[src/rtl/pxg_pkg.sv]
package pxg_pkg;
  localparam int PH_W = 3;
  localparam int NPH  = 1 << PH_W;

  typedef logic [PH_W-1:0] phase_t;

  typedef struct packed {
    phase_t rst_len;
    phase_t clamp_at;
    phase_t sample_at;
  } slot_cfg_t;
endpackage

[src/rtl/pxg_phase_ctr.sv]
module pxg_phase_ctr
  import pxg_pkg::*;
(
  input  logic   clk,
  input  logic   rst_n,
  input  logic   run_en,
  output phase_t phase,
  output logic   wrap
);
  phase_t ph_q, ph_d;

  always_comb begin
    if (run_en) ph_d = ph_q + 1'b1;
    else        ph_d = '0;
  end

  always_ff @(posedge clk or negedge rst_n) begin
    if (!rst_n) ph_q <= '0;
    else        ph_q <= ph_d;
  end

  assign phase = ph_q;
  assign wrap  = (ph_q == phase_t'(NPH - 1));

  // a stopped counter restarts from slot zero
  p_restart_zero_r6: assert property (@(posedge clk) disable iff (!rst_n)
    !run_en |=> (phase == '0));

  // one slot per clock while running
  p_phase_step_r2: assert property (@(posedge clk) disable iff (!rst_n)
    (run_en && $past(run_en) && $past(phase) != phase_t'(NPH - 1))
      |-> (phase > $past(phase)));
endmodule

[src/rtl/pxg_cfg_stage.sv]
module pxg_cfg_stage
  import pxg_pkg::*;
#(
  parameter int        H2_FALL = NPH / 2,
  parameter slot_cfg_t DEF_CFG = '{rst_len: 3'd1, clamp_at: 3'd2, sample_at: 3'd6}
) (
  input  logic      clk,
  input  logic      rst_n,
  input  logic      wr,
  input  slot_cfg_t wr_cfg,
  input  logic      load,
  output slot_cfg_t active
);
  slot_cfg_t staged_q, staged_d;
  slot_cfg_t active_q, active_d;
  logic      legal;

  always_comb begin
    legal = (wr_cfg.rst_len != '0) &&
            (wr_cfg.clamp_at >= wr_cfg.rst_len) &&
            (wr_cfg.clamp_at < phase_t'(H2_FALL)) &&
            (wr_cfg.sample_at > phase_t'(H2_FALL));
    staged_d = (wr && legal) ? wr_cfg : staged_q;
    active_d = load ? staged_q : active_q;
  end

  always_ff @(posedge clk or negedge rst_n) begin
    if (!rst_n) begin
      staged_q <= DEF_CFG;
      active_q <= DEF_CFG;
    end else begin
      staged_q <= staged_d;
      active_q <= active_d;
    end
  end

  assign active = active_q;

  // only ordered settings ever become active
  p_active_legal_r7: assert property (@(posedge clk) disable iff (!rst_n)
    (active.rst_len != '0) && (active.clamp_at >= active.rst_len) &&
    (active.clamp_at < phase_t'(H2_FALL)) && (active.sample_at > phase_t'(H2_FALL)));

  // the setting never changes inside a pixel
  p_hold_mid_pixel_r8: assert property (@(posedge clk) disable iff (!rst_n)
    !load |=> $stable(active));
endmodule

[src/rtl/pxg_strobe_dec.sv]
module pxg_strobe_dec
  import pxg_pkg::*;
#(
  parameter int H2_FALL = NPH / 2
) (
  input  logic      clk,
  input  logic      rst_n,
  input  logic      run_en,
  input  phase_t    phase,
  input  slot_cfg_t cfg,
  output logic      hclk1,
  output logic      hclk2,
  output logic      node_rst,
  output logic      clamp_stb,
  output logic      sample_stb
);
  logic h1_d, h2_d, rs_d, cl_d, sm_d;
  logic h1_q, h2_q, rs_q, cl_q, sm_q;

  always_comb begin
    if (run_en) begin
      h2_d = (phase < phase_t'(H2_FALL));
      h1_d = ~h2_d;
      rs_d = (phase < cfg.rst_len);
      cl_d = (phase == cfg.clamp_at);
      sm_d = (phase == cfg.sample_at);
    end else begin
      h1_d = 1'b1;
      h2_d = 1'b0;
      rs_d = 1'b0;
      cl_d = 1'b0;
      sm_d = 1'b0;
    end
  end

  always_ff @(posedge clk or negedge rst_n) begin
    if (!rst_n) begin
      h1_q <= 1'b1;
      h2_q <= 1'b0;
      rs_q <= 1'b0;
      cl_q <= 1'b0;
      sm_q <= 1'b0;
    end else begin
      h1_q <= h1_d;
      h2_q <= h2_d;
      rs_q <= rs_d;
      cl_q <= cl_d;
      sm_q <= sm_d;
    end
  end

  assign hclk1      = h1_q;
  assign hclk2      = h2_q;
  assign node_rst   = rs_q;
  assign clamp_stb  = cl_q;
  assign sample_stb = sm_q;

  // horizontal clocks stay complementary
  p_complement_r2: assert property (@(posedge clk) disable iff (!rst_n)
    hclk1 != hclk2);

  // node reset accompanies every phase-2 rise
  p_rst_on_rise_r3: assert property (@(posedge clk) disable iff (!rst_n)
    $rose(hclk2) |-> node_rst);

  // clamp falls in the reference window
  p_clamp_window_r4: assert property (@(posedge clk) disable iff (!rst_n)
    clamp_stb |-> (hclk2 && !node_rst));

  // sample only after the charge dump
  p_sample_after_dump_r5: assert property (@(posedge clk) disable iff (!rst_n)
    sample_stb |-> !hclk2);

  // strobes never overlap
  p_one_strobe_r5: assert property (@(posedge clk) disable iff (!rst_n)
    $onehot0({node_rst, clamp_stb, sample_stb}));

  // idle levels follow a stop
  p_idle_levels_r6: assert property (@(posedge clk) disable iff (!rst_n)
    !run_en |=> (hclk1 && !hclk2 && !node_rst && !clamp_stb && !sample_stb));
endmodule

[src/rtl/pxg_top.sv]
module pxg_top
  import pxg_pkg::*;
#(
  parameter int H2_FALL     = NPH / 2,
  parameter int DEF_RST_LEN = 1,
  parameter int DEF_CLAMP   = 2,
  parameter int DEF_SAMPLE  = 6
) (
  input  logic             clk,
  input  logic             rst_n,
  input  logic             run_en,
  input  logic             cfg_wr,
  input  logic [PH_W-1:0]  cfg_rst_len,
  input  logic [PH_W-1:0]  cfg_clamp,
  input  logic [PH_W-1:0]  cfg_sample,
  output logic             hclk1,
  output logic             hclk2,
  output logic             node_rst,
  output logic             clamp_stb,
  output logic             sample_stb
);
  localparam slot_cfg_t DEF_CFG = '{
    rst_len:   phase_t'(DEF_RST_LEN),
    clamp_at:  phase_t'(DEF_CLAMP),
    sample_at: phase_t'(DEF_SAMPLE)
  };

  logic [1:0] sync_q;
  logic       srst_n;

  always_ff @(posedge clk or negedge rst_n) begin
    if (!rst_n) sync_q <= '0;
    else        sync_q <= {sync_q[0], 1'b1};
  end
  assign srst_n = sync_q[1];

  phase_t    phase;
  logic      wrap;
  logic      load;
  slot_cfg_t wr_cfg;
  slot_cfg_t active;

  assign wr_cfg = '{rst_len: cfg_rst_len, clamp_at: cfg_clamp, sample_at: cfg_sample};
  assign load   = !run_en || wrap;

  pxg_phase_ctr u_ctr (
    .clk    (clk),
    .rst_n  (srst_n),
    .run_en (run_en),
    .phase  (phase),
    .wrap   (wrap)
  );

  pxg_cfg_stage #(
    .H2_FALL (H2_FALL),
    .DEF_CFG (DEF_CFG)
  ) u_cfg (
    .clk    (clk),
    .rst_n  (srst_n),
    .wr     (cfg_wr),
    .wr_cfg (wr_cfg),
    .load   (load),
    .active (active)
  );

  pxg_strobe_dec #(
    .H2_FALL (H2_FALL)
  ) u_dec (
    .clk        (clk),
    .rst_n      (srst_n),
    .run_en     (run_en),
    .phase      (phase),
    .cfg        (active),
    .hclk1      (hclk1),
    .hclk2      (hclk2),
    .node_rst   (node_rst),
    .clamp_stb  (clamp_stb),
    .sample_stb (sample_stb)
  );
endmodule

[config.mk]
export PLATFORM = sky130hd
export DESIGN_NAME = pxg_top
export DESIGN_NICKNAME = d
export VERILOG_FILES = /design/src/rtl/pxg_pkg.sv /design/src/rtl/pxg_phase_ctr.sv /design/src/rtl/pxg_cfg_stage.sv /design/src/rtl/pxg_strobe_dec.sv /design/src/rtl/pxg_top.sv
export SDC_FILE = /design/constraint.sdc
export NUM_CORES = 1
export LEC_CHECK = 0
export ABC_AREA = 1
export CAP_MARGIN = 20
export CORE_UTILIZATION = 57
export CTS_CLUSTER_SIZE = 40
export DETAILED_ROUTE_END_ITERATION = 8
export PLACE_DENSITY_LB_ADDON = 0.25
export SLEW_MARGIN = 0
export SYNTH_ARGS = -nofsm -noshare
export SYNTH_HDL_FRONTEND = slang
export SYNTH_HIERARCHICAL = 1
export SYNTH_SLANG_ARGS = --single-unit
[constraint.sdc]
create_clock -name clk -period 1.45 [get_ports clk]
set_input_delay 0.2175 -clock clk [delete_from_list [all_inputs] [get_ports clk]]
set_output_delay 0.2175 -clock clk [all_outputs]
set_load 0.05 [all_outputs]
==> results of run 1 <==
through the flow:
step	utilization	setup TNS (ns)	cell area, um2
floorplan	-	0	1360
global placement	0.738	-1.84	1650
detailed placement	0.738	-2.46	1650
CTS	0.762	0	1700
global route	0.778	0	1740
finish	0.778	0	1740
state kept, by name, summed over array words and instances (netlist names):
register and cells:
u_dec/sample_stb 1, u_cfg/staged_q 9, u_dec/hclk2 1, u_dec/node_rst 1
u_cfg/active 9, u_dec/hclk1 1, u_ctr/phase 3, u_dec/clamp_stb 1
sync_q 2
metal layers:
layer,up-vias,share of wire
met3,4,0.031
li1,496,-
met4,0,0.015
met2,26,0.55
met1,474,0.40
met5,-,0
final timing paths:
| path | end | depth (start not counted) |
|---|---|---|
| max in group asynchronous | u_cfg/active[6]$_DFFE_PN1P_ | 1 |
| min in group clk | sync_q[1]$_DFF_PN0_ | 0 |
| worst max register to register | u_cfg/active[7]$_DFFE_PN0P_ | 5 |
| worst max-delay path | u_cfg/active[7]$_DFFE_PN0P_ | 5 |
| worst min register to register | u_cfg/staged_q[5]$_DFFE_PN0P_ | 1 |
| worst min-delay path | sync_q[1]$_DFF_PN0_ | 1 |
repair_timing:
action | in CTS | in global routing
endpoints found under the setup margin | 9 | 6
resized for setup | 1 | 4
hold buffers | 0 | 0
pin swaps | 0 | 3
gates cloned | 0 | 1
report_power, final:
group	internal (mW)	switching, mW	leakage [nW]
registers	0.977	0.0966	0.336
logic	0.248	0.306	0.539
clock network	0.280	0.225	0.0279
total	1.50	0.628	0.903
cells in the final DEF, fill, tap and decap left out:
master           instances
nand3_4                  2
nand3_2                  1
nand2_2                  1
buf_4                   16
mux2_2                   7
ha_1                     6
a21oi_2                  1
bufinv_16                1
a21oi_4                  1
clkbuf_4                 3
dfstp_2                  9
ha_4                     1
nor2_1                   6
nor2_8                   1
nor3_4                   1
conb_1                   1
a21oi_1                  5
inv_1                   24
nor2_4                   1
nand2_8                  1
nor2_2                   1
nand2_1                 35
nand3_1                 10
buf_12                   1
dfrtp_1                 19
inv_2                    2
nand2_4                  1
clkdlybuf4s50_1         12
nand3b_1                 1
cell families after synthesis:
logic type | after synthesis | share of synthesized area
flops | 28 | 0.524
fa+ha+maj | 7 | 0.0645
buf+inv | 27 | 0.0756
mux | 7 | 0.0581
compound gates | 7 | 0.0313
other cells | 1 | 0.00276
simple gates | 61 | 0.243
worst max-delay path, stage by stage (launching register included):
cell	delay, ns
dfrtp_1	0.41
ha_1	0.21
ha_1	0.18
inv_1	0.09
nand2_4	0.10
mux2_2	0.29
cell type report:
type                       instances  share of cell area
multi-input combinational         84               0.334
clock buffer                       3              0.0130
timing repair buffer              29               0.150
clock inverter                     1              0.0173
inverter                          26              0.0562
sequential                        28               0.410
tap                               28              0.0202
==> summary.md, run 1 <==
| Metric | Value |
|---|---|
| CTS tree | done |
| Clock buffer depth | 2 |
| DIE AREA | about 0.0026 mm2 |
| Hpwl dp | around 1800 um |
| CTS root buffer | clkbuf_4 |
| Via count | 1000 |
| Initial Util | 0.608 |
| Final count of negative-setup-slack endpoints | 0 |
| Crit path arrival time | approximately 1.6 ns |
| Syn. warnings | 6 |
| Ports | 18 |
| Remaining Overflow, GRT | 0 |
| Setup ws final | 0.0724 ns |
| GP Congestion | 0.794 |
| EDFF count, synth | 0 |
| Drt initial violations | 5 |
| Num CTS Buffers | 3 |
| Most numerous cell in the Yosys netlist | nand2_1 |
| Most Crowded Layer GR | met2 |
| Synth Register Bits | 28 |
| Final net count | between 150 and 200 |
| Cell Area, Synth | around 0.0014 mm2 |
| Power Density | between 1000 and 1500 mW/mm2 |
| Drt wl/cell | roughly 12 um |
| Die Ht | 50.8 um |
| FF/Latch Area | around 710 um2 |
| MaxCap Viol Count | 0 |
| Syn avg cell area | around 9.8 um2 |
| Status | finished, final reports clean |
| Yosys top cell by area | dfrtp_1 |
| Area contributors post-synth | dfrtp_1 (35%), dfstp_2 (17%), nand2_1 (10%) |
| Top-area cell type share of the netlist area | 0.350 |
| Final Power | 2.13 mW |
| Fmax | 0.726 GHz |
| Post-Syn Nets | 158 |
| R2r setup slk | 0.07 ns |
| Met1 Resource Use GR | 0.238 |
| RSZ-0062 raised after global routing | false |
| Max Clock Skew | approximately 0.011 ns |
| Clock sinks | 28 |
| Drt total wl | between 2000 and 2500 um |
| Final-report hold violation count | 0 |
| Antenna Nets Post-Route | 0 |
| Global-route wire length before repair | 4030 um |
| Final std cells w/o fill | between 150 and 200 |
| Fill cells | roughly 150 |
| Async S/R FF share, synth | 1.00 |
| Critical path fanouts, max | 9 |
| Clock Latency Late Sink | 0.33 ns |
| Multi-input gate area | between 500 and 600 um2 |
| DR vias/cell | roughly 5 |
| Worst-path clk slew | 0.15 ns |
| CP endpoint kind | flip-flop |
| Required time worst endpoint | roughly 1.7 ns |
| Number of remaining DRC errors | 0 |
| Sequential element share of the synthesized area | 0.524 |
| Routing usage on met2 | 0.396 |
| N_diodes | 0 |
| Initial antenna violation count | 0 |
| Slew Viols, Final | 0 |
| Setup bufs post-CTS | 0 |
| Site row count | 17 |
| Reg2reg start | u_ctr/phase[0]$_DFF_PN0_ |
| Largest net degree at the start of global routing | 27 |
| Dpl ws | -0.267 ns |
| GRT Total Usage | 0.215 |
| Post-synth top cells | nand2_1 (36), inv_1 (24), dfrtp_1 (19) |
| Fin crit period | approximately 1.4 ns |
| Worst setup SP type | flip-flop |
| Met3 usage | 0.0303 |
| Ratio of cells with drive above 1 in the final layout | 0.304 |
| Pre-Repair DR Iteration Count | 4 |
| Worst Hold Class | in2async |
| Via count of the first global-routing pass | 976 |
| Port buffer count | 17 |
| Final period utilization | 0.950 |
| CP Launch Point | u_ctr/phase[0]$_DFF_PN0_ |
| Most common flop cell mapped by yosys | dfrtp_1 |
| DP Cell Count | ~190 |
| H-tree depth | 1 |
| Critical Setup Path Class | reg2reg |
| Chip width | about 50 um |
| Area growth from synthesis to layout | 28.0% |
| Syn Inst Count | 138 |
| Worst VDD drop | around 0.00072 V |
| Post-synthesis cell type count | 21 |
| Worst hold slack | ~0.020 ns |
| Core Region | 0.00223 mm2 |
| Leakage | between 0.9 and 1 nW |
No activity file was read; power rests on OpenSTA's default activity.
==> run 2, diff against run 1 <==
CTS_BUF_LIST = sky130_fd_sc_hd__clkbuf_16   (was unset)
==> summary.md, run 2 (synthesis gave the netlist of run 1 again) <==
| Metric | Value |
|---|---|
| Drt initial violations | 17 (+12) |
| Setup bufs post-CTS | 0 (unchanged) |
| Final period utilization | 0.931 (-0.0190) |
| Clock sinks | 28 (unchanged) |
| DR vias/cell | 5.09 (+1.3%) |
| Ports | 18 (unchanged) |
| GRT Total Usage | 0.232 (+0.0170) |
| Critical path fanouts, max | 9 (unchanged) |
| Die Ht | 50.8 um (unchanged) |
| Cell area after layout | 0.00182 mm2 (+4.8%) |
| Required time worst endpoint | 1.59 ns (-0.08 ns) |
| Part of the power in registers | 0.442 (-0.061) |
| Initial Util | 0.608 (unchanged) |
| Num CTS Buffers | 3 (unchanged) |
| R2r setup slk | 0.10 ns (+0.03 ns) |
| R2R cell count | 5 (unchanged) |
| CP endpoint kind | flip-flop |
| Via count of the first global-routing pass | 1001 (+2.6%) |
| Final net count | 192 (unchanged) |
| Antenna Nets Post-Route | 0 (unchanged) |
| Number of remaining DRC errors | 0 (unchanged) |
| Worst VDD drop | 0.00113 V (+56%) |
| RSZ-0062 raised after global routing | false |
| Drt total wl | 2590 um (+6.0%) |
| Leakage | 0.970 nW (+7.5%) |
| Pre-Repair DR Iteration Count | 4 (unchanged) |
| CP Launch Point | u_ctr/phase[0]$_DFF_PN0_ |
| Cell Int Power | 1.78 mW (+18%) |
| Worst-path clk slew | 0.07 ns (-0.08 ns) |
| Most frequent cells in the layout | nand2_1 (35), inv_1 (22), dfrtp_1 (19) |
| Post-CTS Hold Fix Bufs | 0 (unchanged) |
| Clock Latency Late Sink | 0.26 ns (-0.07 ns) |
| Buf+Inv Stages, Crit Path | 1 (unchanged) |
| Ratio of cells with drive above 1 in the final layout | 0.327 (+0.0234) |
| GP Congestion | 0.794 (unchanged) |
| Reg-to-reg critical path endpoint | u_cfg/active[7]$_DFFE_PN0P_ |
| Critical Setup Path Class | reg2reg |
| CTS tree | done |
| H-tree depth | 1 (unchanged) |
| Remaining Overflow, GRT | 0 (unchanged) |
| Via count | 1013 (+1.3%) |
| Worst hold slack | 0.117 ns (+0.0966 ns) |
| MaxCap Viol Count | 0 (unchanged) |
| Area growth from synthesis to layout | 34.1% |
| Final-report hold violation count | 0 (unchanged) |
| Final core occ | 0.815 (+0.0370) |
| Placed standard-cell area | 0.00165 mm2 (unchanged) |
| CP top delay family | flip-flops |
| Most Frequent Cell on Critical Path | ha_1 |
| DIE AREA | 0.00258 mm2 (unchanged) |
| Fin crit period | 1.35 ns (-0.0276 ns) |
| Port buffer count | 17 (unchanged) |
| Slew Viols, Final | 0 (unchanged) |
| Max Clock Skew | 0.00446 ns (-0.00666 ns) |
| Power share of the combinational group | 0.234 (-0.026) |
| Psw | 661 uW (+5.1%) |
| Clock Power Share | 0.324 (+0.087) |
| Crit path arrival time | 1.49 ns (-0.11 ns) |
| Clock buffer depth | 2 (unchanged) |
| Slowest cell on crit path | dfrtp_1 |
| Critical Path Max Stage Delay | 0.39 ns (-0.02 ns) |
| Sw Ratio | 0.271 (-0.0236) |
| Site row count | 17 (unchanged) |
| Hpwl dp | 1830 um (unchanged) |
| Status | finished, final reports clean |
| Worst Hold Class | in2async |
| N_diodes | 0 (unchanged) |
| Largest net degree at the start of global routing | 27 (unchanged) |
| Drt wl/cell | 13.0 um (+6.0%) |
| Power Density | 1340 mW/mm2 (+9.1%) |
| Chip width | 50.8 um (unchanged) |
| Worst setup SP type | flip-flop |
| Post-route setup TNS | 0 ns (unchanged) |
| Crit path to | u_cfg/active[7]$_DFFE_PN0P_ |
| Final count of negative-setup-slack endpoints | 0 (unchanged) |
| Reg2reg start | u_ctr/phase[0]$_DFF_PN0_ |
| Fmax | 0.741 GHz (+2.0%) |
| Global-route wire length before repair | 4340 um (+7.7%) |
| Initial antenna violation count | 0 (unchanged) |
| Number of cells on the critical path | 5 (unchanged) |
| CTS root buffer | clkbuf_16 |
| Core Region | 0.00223 mm2 (unchanged) |
| Crit path cell chain | ha_1, ha_1, inv_1, nand2_4, mux2_2 |
| Commonest non-fill, non-tap cell in the layout | nand2_1 |
[run 2: cell count changes in the layout (fill, tap and decap cells not counted), sizes merged]
cell,change
clkdlybuf4s50,-5
dlymetal6s2s,+5
[run 2: per-stage QoR]
step | setup WS [ns] | power [mW] | instances
after floorplan | 0.0169 | 1.42 | 138
after CTS | 0.00951 | 2.45 | 199
final | 0.100 | 2.44 | 199
after global routing | 0.0333 | 2.56 | 199
after global placement | -0.211 | 1.58 | 194
after detailed placement | -0.267 | 1.62 | 194
[run 2: worst min-delay path by stage]
stage | startpoint | cells past startpoint | slack (ns) | endpoint
after global routing | rst_n | 1 | 0.12 | sync_q[0]$_DFF_PN0_
after CTS | rst_n | 1 | 0.12 | sync_q[1]$_DFF_PN0_
after global placement | sync_q[1]$_DFF_PN0_ | 1 | 0.22 | u_cfg/active[5]$_DFFE_PN0P_
after floorplan | rst_n | 0 | -0.08 | sync_q[0]$_DFF_PN0_
final | rst_n | 1 | 0.12 | sync_q[1]$_DFF_PN0_
after detailed placement | sync_q[1]$_DFF_PN0_ | 1 | 0.23 | u_cfg/staged_q[5]$_DFFE_PN0P_
[run 2: area by class of cell]
class                   instances  area, um2
flip-flops and latches         28        712
multi-input cells              84        598
fillers                       128        413
repair buffers                 29        273
inverters                      26       97.6
clock buffers                   3       75.1
well taps                      28       35.0
clock inverters                 1       30.0
[run 2: timing repair]
action,CTS,global route
setup endpoints to repair,12,13
gates resized for setup,4,9
pin swaps,2,3
cloned,1,0
[run 2: routing by layer]
layer / vias to the layer above / wire length, um / GRT usage
met4: 0 / 51 / 0.0880
met2: 22 / 1430 / 0.436
met5: - / 0 / 0
li1: 496 / - / -
met1: 491 / 1030 / 0.264
met3: 4 / 69 / 0.0303
[run 2: power groups by stage]
stage | registers [mW] | clock network (mW) | logic [mW]
floorplan | 1.13 | 0 | 0.293
finish | 1.08 | 0.790 | 0.571
global route | 1.10 | 0.827 | 0.630
global placement | 1.08 | 0 | 0.505
detailed placement | 1.09 | 0 | 0.534
CTS | 1.08 | 0.801 | 0.568
